--- config.mk ---
export PLATFORM = sky130hd
export DESIGN_NAME = hsb_phase_bridge
export DESIGN_NICKNAME = d
export VERILOG_FILES = /design/src/rtl/hsb_pkg.sv /design/src/rtl/hsb_sync.sv /design/src/rtl/hsb_tp2fp_core.sv /design/src/rtl/hsb_fp2tp_core.sv /design/src/rtl/hsb_phase_bridge.sv
export SDC_FILE = /design/constraint.sdc
export NUM_CORES = 1
export LEC_CHECK = 0
export CAP_MARGIN = 20
export CORE_MARGIN = 5
export CORE_UTILIZATION = 49
export CTS_BUF_LIST = sky130_fd_sc_hd__clkbuf_4 sky130_fd_sc_hd__clkbuf_8
export CTS_CLUSTER_SIZE = 8
export DETAILED_ROUTE_END_ITERATION = 16
export DONT_BUFFER_PORTS = 1
export PLACE_DENSITY_LB_ADDON = 0.3
export RECOVER_POWER = 50
export SKIP_LAST_GASP = 1
export SLEW_MARGIN = 10
export SYNTH_ARGS = -nofsm -noshare
export SYNTH_HDL_FRONTEND = slang
export SYNTH_SLANG_ARGS = --single-unit
--- constraint.sdc ---
create_clock -name clk -period 1.07 [get_ports clk]
set_input_delay 0 -clock clk [delete_from_list [all_inputs] [get_ports clk]]
set_output_delay 0 -clock clk [all_outputs]
set_load 0.03 [all_outputs]
--- src/rtl/hsb_pkg.sv ---
package hsb_pkg;
    typedef enum logic [1:0] {
        HSB_IDLE    = 2'd0,
        HSB_WAIT_A  = 2'd1,
        HSB_WAIT_B  = 2'd2
    } hsb_state_e;
endpackage

--- src/rtl/hsb_sync.sv ---
module hsb_sync #(
    parameter int STAGES = 2
) (
    input  logic clk,
    input  logic rst_n,
    input  logic din,
    output logic dout
);
    generate
        if (STAGES == 0) begin : g_pass
            assign dout = din;
        end else begin : g_flops
            logic [STAGES-1:0] chain_d, chain_q;
            always_comb begin
                chain_d = {chain_q[STAGES-2 >= 0 ? STAGES-2 : 0 : 0], din};
                if (STAGES == 1) chain_d = din;
            end
            always_ff @(posedge clk or negedge rst_n) begin
                if (!rst_n) chain_q <= '0;
                else        chain_q <= chain_d;
            end
            assign dout = chain_q[STAGES-1];
        end
    endgenerate
endmodule

--- src/rtl/hsb_tp2fp_core.sv ---
module hsb_tp2fp_core
    import hsb_pkg::*;
#(
    parameter int W = 8
) (
    input  logic         clk,
    input  logic         rst_n,
    input  logic         req_in,
    input  logic         ack_in,
    input  logic [W-1:0] data_in,
    output logic         ack_out,
    output logic         req_out,
    output logic [W-1:0] data_out
);
    typedef struct packed {
        hsb_state_e   st;
        logic         seen;
        logic         req_o;
        logic         ack_o;
        logic [W-1:0] data;
    } regs_t;

    regs_t r_d, r_q;

    always_comb begin
        r_d = r_q;
        unique case (r_q.st)
            HSB_IDLE: begin
                if (req_in != r_q.seen) begin
                    r_d.seen  = req_in;
                    r_d.data  = data_in;
                    r_d.req_o = 1'b1;
                    r_d.st    = HSB_WAIT_A;
                end
            end
            HSB_WAIT_A: begin
                if (ack_in) begin
                    r_d.req_o = 1'b0;
                    r_d.st    = HSB_WAIT_B;
                end
            end
            HSB_WAIT_B: begin
                if (!ack_in) begin
                    r_d.ack_o = ~r_q.ack_o;
                    r_d.st    = HSB_IDLE;
                end
            end
            default: r_d.st = HSB_IDLE;
        endcase
    end

    always_ff @(posedge clk or negedge rst_n) begin
        if (!rst_n) r_q <= '{st: HSB_IDLE, seen: 1'b0, req_o: 1'b0, ack_o: 1'b0, data: '0};
        else        r_q <= r_d;
    end

    assign ack_out  = r_q.ack_o;
    assign req_out  = r_q.req_o;
    assign data_out = r_q.data;
endmodule

--- src/rtl/hsb_fp2tp_core.sv ---
module hsb_fp2tp_core
    import hsb_pkg::*;
#(
    parameter int W = 8
) (
    input  logic         clk,
    input  logic         rst_n,
    input  logic         req_in,
    input  logic         ack_in,
    input  logic [W-1:0] data_in,
    output logic         ack_out,
    output logic         req_out,
    output logic [W-1:0] data_out
);
    typedef struct packed {
        hsb_state_e   st;
        logic         req_o;
        logic         ack_o;
        logic [W-1:0] data;
    } regs_t;

    regs_t r_d, r_q;

    always_comb begin
        r_d = r_q;
        unique case (r_q.st)
            HSB_IDLE: begin
                if (req_in) begin
                    r_d.data  = data_in;
                    r_d.req_o = ~r_q.req_o;
                    r_d.st    = HSB_WAIT_A;
                end
            end
            HSB_WAIT_A: begin
                if (ack_in == r_q.req_o) begin
                    r_d.ack_o = 1'b1;
                    r_d.st    = HSB_WAIT_B;
                end
            end
            HSB_WAIT_B: begin
                if (!req_in) begin
                    r_d.ack_o = 1'b0;
                    r_d.st    = HSB_IDLE;
                end
            end
            default: r_d.st = HSB_IDLE;
        endcase
    end

    always_ff @(posedge clk or negedge rst_n) begin
        if (!rst_n) r_q <= '{st: HSB_IDLE, req_o: 1'b0, ack_o: 1'b0, data: '0};
        else        r_q <= r_d;
    end

    assign ack_out  = r_q.ack_o;
    assign req_out  = r_q.req_o;
    assign data_out = r_q.data;
endmodule

--- src/rtl/hsb_phase_bridge.sv ---
module hsb_phase_bridge #(
    parameter int DATA_W      = 8,
    parameter int DIR         = 0,
    parameter int SYNC_STAGES = 2
) (
    input  logic              clk,
    input  logic              rst_n,
    input  logic              up_req,
    output logic              up_ack,
    input  logic [DATA_W-1:0] up_data,
    output logic              dn_req,
    input  logic              dn_ack,
    output logic [DATA_W-1:0] dn_data
);
    logic req_s, ack_s;

    hsb_sync #(.STAGES(SYNC_STAGES)) u_sync_req (
        .clk(clk), .rst_n(rst_n), .din(up_req), .dout(req_s)
    );
    hsb_sync #(.STAGES(SYNC_STAGES)) u_sync_ack (
        .clk(clk), .rst_n(rst_n), .din(dn_ack), .dout(ack_s)
    );

    generate
        if (DIR == 0) begin : g_t2l
            hsb_tp2fp_core #(.W(DATA_W)) u_core (
                .clk(clk), .rst_n(rst_n), .req_in(req_s), .ack_in(ack_s),
                .data_in(up_data), .ack_out(up_ack), .req_out(dn_req),
                .data_out(dn_data)
            );
        end else begin : g_l2t
            hsb_fp2tp_core #(.W(DATA_W)) u_core (
                .clk(clk), .rst_n(rst_n), .req_in(req_s), .ack_in(ack_s),
                .data_in(up_data), .ack_out(up_ack), .req_out(dn_req),
                .data_out(dn_data)
            );
        end
    endgenerate
endmodule

# Yosys cells after proc, flatten, opt, wreduce, memory -nomap -nowiden
# Index checks and enable logic that the tools add are counted.
[classes] n_addsub=0 bitwise_logic=2 div_mod_pow=0 n_reduce_logical=6 n_mux=6 n_mul=0 n_eq_ne=6 magnitude_cmp=0 shifts=0
[ops] cell="$pmux 2 s3" n=1
[ops] cell="$reduce_and 3->1" n=2
[ops] cell="$mux 2" n=2
[ops] cell="$mux 4" n=1
[ops] cell="$ne 2x2->1 const B" n=2
[ops] cell="$reduce_and 2->1" n=2
[ops] cell="$eq 2x1->1 const B" n=1
[ops] cell="$eq 2x2->1 const B" n=1
[ops] cell="$logic_not 2->1" n=1
[ops] cell="$ne 2x1->1 const B" n=1
[ops] cell="$not 1->1" n=2
[ops] cell="$pmux 1 s2" n=1
[ops] cell="$reduce_bool 2->1" n=1
[ops] cell="$mux 1" n=1
[ops] cell="$ne 1x1->1" n=1
[word_totals] ram_bits=0 memories=0 out_inout_bits=10 romBits=0 word_cells=27 in_bits=12 latchBits=0 regBits=17

# Depth between registers and ports, before layout
# Gate-level depths: netlist (run 1).
[logic_depth] word_depth=3 ltp_mapped=3 depth_no_buf=3

# Modules after synthesis
# From an unflattened synthesis (run 1), not the netlist that was laid out.
[hier_totals] cells_unflattened=47 area_unflattened_um2=666.9
[modules_own_cells] mod="hsb_tp2fp_core" seq_area_each_um2=325.3 area_per_inst_um2=566.8 instances=1 cells_per_inst=43
[modules_own_cells] mod="hsb_sync" seq_area_each_um2=50.0 area_per_inst_um2=50.0 instances=2 cells_per_inst=2

# Worst setup path before layout (run 1)
# No wires, ideal clock.
[synth_timing] kind="flip-flop to flip-flop" startpoint="reg g_t2l.u_core.r_q[10] (netlist bit)" endpoint="reg g_t2l.u_core.r_q (netlist bit g_t2l.u_core.data_out[0])" n_path_buf=0 period_less_slack_ns=1.149 required_time_ns=0.945 setup_ns=0.125 path_stages_with_launch=4 setup_slack_ns=-0.079 arrival_time_ns=1.024 path_cell_list="dfrtp_1 xor2_1 nand2_2 mux2_2"
[synth_via] elab_chain_cells=2
[synth_rtl] element="start, declared" line_no="hsb_tp2fp_core.sv:23" text="regs_t r_d, r_q;"
[synth_rtl] element="start signal, assigned" line_no="hsb_tp2fp_core.sv:53" text="if (!rst_n) r_q <= '{st: HSB_IDLE, seen: 1'b0, req_o: 1'b0, ack_o: 1'b0, data: '0};"
[synth_rtl] element="start signal, assigned" line_no="hsb_tp2fp_core.sv:54" text="else r_q <= r_d;"
[synth_rtl] element="$ne 1x1->1" line_no="hsb_tp2fp_core.sv:29" text="if (req_in != r_q.seen) begin"
[synth_rtl] element="$reduce_and 2->1 (no source line)"
# No other way between the ends.
# A chain may end at the register's enable or synchronous reset.

# Worst setup path after layout (run 1)
[layout_timing] startpoint="reg u_sync_req.g_flops.chain_q[1]" endpoint="reg g_t2l.u_core.r_q (netlist bit g_t2l.u_core.data_out[1])"
[layout_via] elab_chain_cells=2
[layout_rtl] element="start, declared" line_no="hsb_sync.sv:13" text="logic [STAGES-1:0] chain_d, chain_q;"
[layout_rtl] element="start signal, assigned" line_no="hsb_sync.sv:20" text="else chain_q <= chain_d;"
[layout_rtl] element="$ne 1x1->1" line_no="hsb_tp2fp_core.sv:29"
[layout_rtl] element="$reduce_and 2->1 (no source line)"
# No other way between the ends.

==> reports/qor.csv, run 1 <==
metric;value;unit
regArea;425;sq um
crit_path_start_kind;register;
rsz0062_at_grt;true;
multiInputGateArea;211;sq um
clock-sinks;17;
placed_area;731;sq um
clk_latency;0.28;ns
power_density;3360;nW/um^2
clockRootBuffer;clkbuf_4;
final_common_cell;dfrtp_1;
portBuffers;0;
hold_class;in -> async;
endpoint_kind;register;
pin_count;22;
finalPower;3.09;mW
maxCapViolCount;0;
grt_pass1_vias;482;
critPathKind;reg -> reg;
drive_gt1_frac;0.500;
antenna_left;0;
row_count;13;
drv_slew;0;
avgViaCountPerCell;4.84;
synth.ff_latch_count;17;
final_cell_mix;dfrtp_1, buf_4, dlygate4sd3_1, mux2_2, clkbuf_4;
wl_per_cell;15.5;um
antenna_found_initial;0;
max-vdd-ir-drop;1890;uV
syn-instance-count;47;
period_needed;1.25;ns
grt_max_degree;18;
hold_viol;0;
first_pass_iters;4;
tightest_slew;0.729;ns
htree_num_levels;1;
seq_area_frac_synth;0.638;
die_width;46.9;um
overflow;0;
place_hpwl;840;um
finalClockSkew;0.00897;ns
synth_nets;59;
finalSetupViolCount;10;
place_ws;-0.173;ns
synth_warnings;0;
drc;0;
cts_tree;yes;
grt_usage;0.144;
die_height;46.9;um
fin_area;920;sq um
initial_core_util;0.513;
wl;1320;um
p_leak;0.423;nW
path_clk_slew;0.10;ns
coreArea;1300;sq um
syn_to_final_growth;37.9;%
status;finished with violations;
nNetsFinal;83;
synth_area;667;sq um
slew-limit-headroom;0.513;
period_share;1.17;
fillers;91;
reg2reg_depth;3;
diodes;0;
synth_area_per_cell;14.2;sq um
detail_route.iter0.violations;4;
violations;setup timing;
die_area;2200;sq um
setup_ws;-0.181;ns
synth_cell_types;13;
crit_fanout;5;
cts_max_path_buffers;2;
cts_buffers;3;
fmax;799;MHz
cp.required;1.25;ns
grt_pass1_wl;2130;um
gp_congestion;0.718;
vias;411;
cp.arrival;1.43;ns
[state kept, by name (all words and copies together), names as in the netlist]
register,cells
g_t2l.u_core.data_out,8
g_t2l.u_core.req_out,1
u_sync_ack.g_flops.chain_q,2
g_t2l.u_core.ack_out,1
u_sync_req.g_flops.chain_q,2
g_t2l.u_core.r_q,3
[cell usage after synthesis]
library cell,number,share of area
nand2b_1,1,0.0094
nor3b_1,1,0.011
nand2_1,1,0.0056
xor2_1,3,0.039
a211oi_1,1,0.011
inv_1,1,0.0056
nand2_2,1,0.0094
o21ai_0,1,0.0075
dfrtp_1,17,0.64
mux2_2,9,0.15
nor2_1,2,0.011
buf_4,8,0.090
and2_1,1,0.0094
[metrics by stage]
stage                     TNS, ns  hold WS, ns  std cells   util
after floorplan            -0.629       -0.296         47      -
after global placement     -0.977       -0.295         68  0.562
after detailed placement    -1.32       -0.295         68  0.562
after CTS                   -1.30        0.231         84  0.680
after global routing        -2.06        0.253         85  0.707
final                       -1.40        0.208         85  0.707
[critical path, cell delays in order (launching register included)]
cell and delay (ns):
dfrtp_1 0.42, xor2_2 0.21, nand2_2 0.16, mux2_2 0.36
[cell type report]
cell class,instances,area share
Timing Repair Buffer,26,0.250
Sequential cell,17,0.463
Clock buffer,4,0.0327
Tap cell,15,0.0204
Multi-Input combinational cell,22,0.230
Inverter,1,0.00408
[routing by layer]
layer,vias to the layer above,track usage,share of wire
met2,19,0.252,0.50
met3,0,0.0460,0.085
li1,192,-,-
met1,200,0.172,0.42
met5,-,0,0
met4,0,0.0331,0
[power by group]
group | internal (mW) | switching [mW]
clock network | 0.170 | 0.188
registers | 0.909 | 0.182
logic | 0.787 | 0.851
[what timing repair did]
action	CTS	global route
setup endpoints to repair	10	12
hold endpoints to repair	27	0
pin swaps	1	6
cloned	1	0
resized for setup	2	7
hold buffers	11	0
buffers inserted	0	1
[worst paths after layout]
check,from,end,slack (ns)
min in group clk,dn_ack,u_sync_ack.g_flops.chain_q[0],0.26
max,u_sync_req.g_flops.chain_q[1],g_t2l.u_core.data_out[1],-0.18
min,rst_n,g_t2l.u_core.data_out[7],0.21
min reg2reg,u_sync_req.g_flops.chain_q[0],u_sync_req.g_flops.chain_q[1],0.36
max reg2reg,u_sync_req.g_flops.chain_q[1],g_t2l.u_core.data_out[1],-0.18
max in group asynchronous,rst_n,g_t2l.u_core.r_q[10],0.40
[cells by family (layout without fill, tap and decap cells)]
kind of cell / Yosys count / after routing / synth area share
muxes: 9 / 9 / 0.152
AOI/OAI and AO/OA: 2 / 2 / 0.0188
DFF: 17 / 17 / 0.638
and+or+nand+nor: 7 / 8 / 0.0563
xor gates and xnor gates: 3 / 3 / 0.0394
buffers and inverters: 9 / 31 / 0.0957
Power figures use the tool's default switching activity.
==> inputs of run 2 (changes only) <==
CELL_PAD_IN_SITES_DETAIL_PLACEMENT = 1   (was not set)
CELL_PAD_IN_SITES_GLOBAL_PLACEMENT = 2   (was not set)
CORE_ASPECT_RATIO = 1.2   (was not set)
CORE_UTILIZATION = 37   (was 49)
==> reports/qor.csv, run 2 (synthesis results as in run 1) <==
metric;value;unit
status;finished with violations;
violations;setup timing;
wl_per_cell;14.9;um
cts_max_path_buffers;2;
critPathSlowestCell;dfrtp_1;
max-vdd-ir-drop;1540;uV
htree_num_levels;1;
antenna_left;0;
critPathKind;reg -> reg;
fin_util;0.560;
path_buf_inv;0;
grt_max_degree;18;
syn_to_final_growth;41.1;%
portBuffers;0;
clockRootBuffer;clkbuf_4;
clock-sinks;17;
row_count;16;
endpoint_kind;register;
placed_area;719;sq um
hold_class;in -> async;
final_common_cell;dfrtp_1;
vias;417;
wl;1310;um
crit_chain;xor2_2 > nand2_2 > mux2_2;
rsz0062_at_grt;true;
whs;0.198;ns
tightest_slew;0.722;ns
tns;-1.18;ns
drc;0;
place_ws;-0.174;ns
finalSetupViolCount;9;
diodes;0;
cts_tree;yes;
finalClockSkew;0.00110;ns
fin_area;941;sq um
final_cell_mix;dfrtp_1, buf_4, dlygate4sd3_1, mux2_2, clkbuf_4;
overflow;0;
setup_ws;-0.151;ns
gp_congestion;0.661;
detail_route.iter0.violations;2;
largest_register_ff_count;8;
crit_path_start_kind;register;
coreArea;1680;sq um
p_leak;0.429;nW
cp-startpoint;g_t2l.u_core.r_q[10];
power_density;3360;nW/um^2
grt_pass1_vias;516;
cts_buffers;3;
clk_latency;0.29;ns
crit_fanout;5;
worstReg2RegStart;g_t2l.u_core.r_q[10];
slew-limit-headroom;0.517;
period_share;1.14;
period_needed;1.22;ns
first_pass_iters;2;
hold_viol;0;
initial_core_util;0.397;
maxCapViolCount;0;
cp.arrival;1.40;ns
grt_usage;0.104;
drive_gt1_frac;0.543;
instances_no_fill;88;
path_clk_slew;0.10;ns
drv_slew;0;
die_height;56.5;um
avgViaCountPerCell;4.74;
nNetsFinal;83;
grt_pass1_wl;2240;um
die_width;48.8;um
fmax;819;MHz
cp.required;1.25;ns
die_area;2750;sq um
dp_cells;69;
finalPower;3.16;mW
cpPeakStageDelay;0.42;ns
pin_count;22;
cpLargestDelayFamily;flip-flops;
antenna_found_initial;0;
## run 2: cell counts in the layout (fill, tap and decap cells not counted)
Identical to the previous run, type by type.
## run 2: final timing paths
| path | cells past startpoint | slack [ns] | to |
|---|---|---|---|
| hold reg to reg | 0 | 0.36 | u_sync_ack.g_flops.chain_q[1] |
| max in group asynchronous | 1 | 0.38 | g_t2l.u_core.r_q[12] |
| setup reg to reg | 3 | -0.15 | g_t2l.u_core.data_out[3] |
| min in group clk | 1 | 0.26 | u_sync_req.g_flops.chain_q[0] |
| hold / removal | 1 | 0.20 | u_sync_req.g_flops.chain_q[1] |
| setup / recovery | 3 | -0.15 | g_t2l.u_core.data_out[3] |
## run 2: power by group
part | internal (mW) | leakage, nW | switching (mW)
Clock | 0.170 | 0.0184 | 0.202
Combinational | 0.832 | 0.212 | 0.872
Sequential | 0.912 | 0.198 | 0.175
## run 2: layout make-up
class / count / area [sq um]
fill: 166 / 741
multi-input combinational: 22 / 228
tap: 18 / 22.5
sequential: 17 / 427
timing repair buffer: 26 / 230
inverter: 1 / 3.75
clock buffer: 4 / 30.0
## run 2: repair_timing
item	CTS	global route
endpoints found under the hold margin	27	0
cloned	1	0
setup buffers	2	1
gates resized for setup	6	9
pin swaps	3	5
hold buffers	11	0
endpoints found under the setup margin	9	12
## run 2: worst register-to-register path, delay by kind of cell, from the launching register on
kind,cells,cell delay (ns)
flops,1,0.42
mux,1,0.35
xor+xnor,1,0.21
simple gates,1,0.14
## run 2: layer usage
metal	vias to the layer above	GRT usage	wire, um	share of wire
li1	194	-	-	-
met1	201	0.101	442	0.34
met2	20	0.183	708	0.54
met3	2	0.0423	135	0.10
met4	0	0.0577	22	0.017
met5	-	0	0	0
==> inputs of run 3 (changes only) <==
==> constraint.sdc (replaced) <==
create_clock -name clk -period 1.07 [get_ports clk]
set_input_delay 0.214 -clock clk [delete_from_list [all_inputs] [get_ports clk]]
set_output_delay 0.214 -clock clk [all_outputs]
set_load 0.03 [all_outputs]
==> reports/qor.csv, run 3 (synthesis results as in run 1) <==
metric;value;unit
gp_congestion;0.662;
die_height;56.5;um
crit_chain;xor2_2 > nand2_2 > mux2_2;
finalClockSkew;0.00329;ns
met3_wirelength;147;um
met2_length;603;um
max-vdd-ir-drop;1900;uV
endpoint_kind;register;
period_share;1.14;
period_needed;1.22;ns
tightest_slew;0.900;ns
drt-met1-wl;423;um
highest_layer;met3;
detail_route.iter0.violations;2;
nNetsFinal;72;
grt_pass1_wl;1950;um
fmax;817;MHz
drive_gt1_frac;0.542;
p_leak;0.376;nW
cts_tree;yes;
place_hpwl;844;um
overflow;0;
vias;372;
pin_count;22;
hold_class;in -> async;
grt_usage;0.0890;
avgViaCountPerCell;4.83;
final_cell_mix;dfrtp_1, mux2_2, buf_6, clkbuf_4, buf_4;
die_width;48.8;um
setup_ws;-0.153;ns
coreArea;1680;sq um
grt_max_degree;18;
cpLargestDelayFamily;flip-flops;
cpPeakStageDelay;0.42;ns
row_count;16;
portBuffers;0;
antenna_found_initial;0;
hold_viol;0;
initial_core_util;0.397;
clock-sinks;17;
violations;setup timing;
rsz0062_at_grt;true;
drv_slew;0;
antenna_left;0;
drc;0;
first_pass_iters;2;
cts_max_path_buffers;2;
maxCapViolCount;0;
status;finished with violations;
crit_path_start_kind;register;
syn_to_final_growth;25.3;%
cts_buffers;3;
path_clk_slew;0.09;ns
critPathKind;reg -> reg;
cp.required;1.24;ns
finalSetupViolCount;9;
clk_latency;0.28;ns
final_common_cell;dfrtp_1;
crit_fanout;5;
htree_num_levels;1;
slew-limit-headroom;0.400;
whs;0.0306;ns
clockRootBuffer;clkbuf_4;
largest_register_ff_count;8;
wl_per_cell;15.2;um
grt_pass1_vias;469;
finalPower;3.01;mW
path_buf_inv;0;
die_area;2750;sq um
tns;-1.16;ns
power_density;3600;nW/um^2
wl;1170;um
diodes;0;
cp.arrival;1.39;ns
critPathSlowestCell;dfrtp_1;
[run 3: path summary, 6_finish.rpt]
| kind | slack, ns | startpoint | endpoint | depth (start not counted) |
|---|---|---|---|---|
| setup / recovery | -0.15 | g_t2l.u_core.r_q[10] | g_t2l.u_core.data_out[3] | 3 |
| hold / removal | 0.03 | rst_n | g_t2l.u_core.data_out[6] | 1 |
| setup reg to reg | -0.15 | g_t2l.u_core.r_q[10] | g_t2l.u_core.data_out[3] | 3 |
| hold reg to reg | 0.36 | u_sync_ack.g_flops.chain_q[0] | u_sync_ack.g_flops.chain_q[1] | 0 |
| max in group asynchronous | 0.43 | rst_n | g_t2l.u_core.r_q[12] | 1 |
| min in group clk | 0.08 | up_data[1] | g_t2l.u_core.data_out[1] | 1 |
[run 3: power by group]
| part | leakage, nW | switching [mW] | internal (mW) |
|---|---|---|---|
| clock | 0.0184 | 0.176 | 0.170 |
| combinational | 0.161 | 0.700 | 0.768 |
| sequential | 0.197 | 0.282 | 0.917 |
| total | 0.376 | 1.16 | 1.85 |
[run 3: cell type report]
class | instances | area (sq um)
clock buffers | 4 | 30.0
well taps | 18 | 22.5
multi-input cells | 22 | 204
fillers | 166 | 846
repair buffers | 15 | 148
flip-flops and latches | 17 | 428
inverters | 1 | 3.75
[run 3: per-stage QoR]
stage	util	setup slack (ns)	std cells	instance area (sq um)
CTS	0.479	-0.163	77	806
finish	0.497	-0.153	77	836
detailed placement	0.419	-0.173	67	704
floorplan	-	-0.0787	47	667
global placement	0.419	-0.120	67	704
global route	0.497	-0.190	77	836
[run 3: metal layers]
metal / track usage / vias to the layer above
met3: 0.0556 / 0
met5: 0 / -
met4: 0.0231 / 0
li1: - / 171
met1: 0.0836 / 183
met2: 0.159 / 18
[run 3: timing repair]
action / 4_1_cts / 5_1_grt
hold buffers: 3 / 0
gates resized for setup: 6 / 12
endpoints found under the hold margin: 19 / 0
cloned: 1 / 0
pin swaps: 2 / 4
endpoints found under the setup margin: 10 / 22
buffers inserted: 2 / 0
[run 3: worst register-to-register path, stage by stage (launching register included)]
cell,delay [ns]
dfrtp_1,0.42
xor2_2,0.21
nand2_2,0.13
mux2_2,0.35
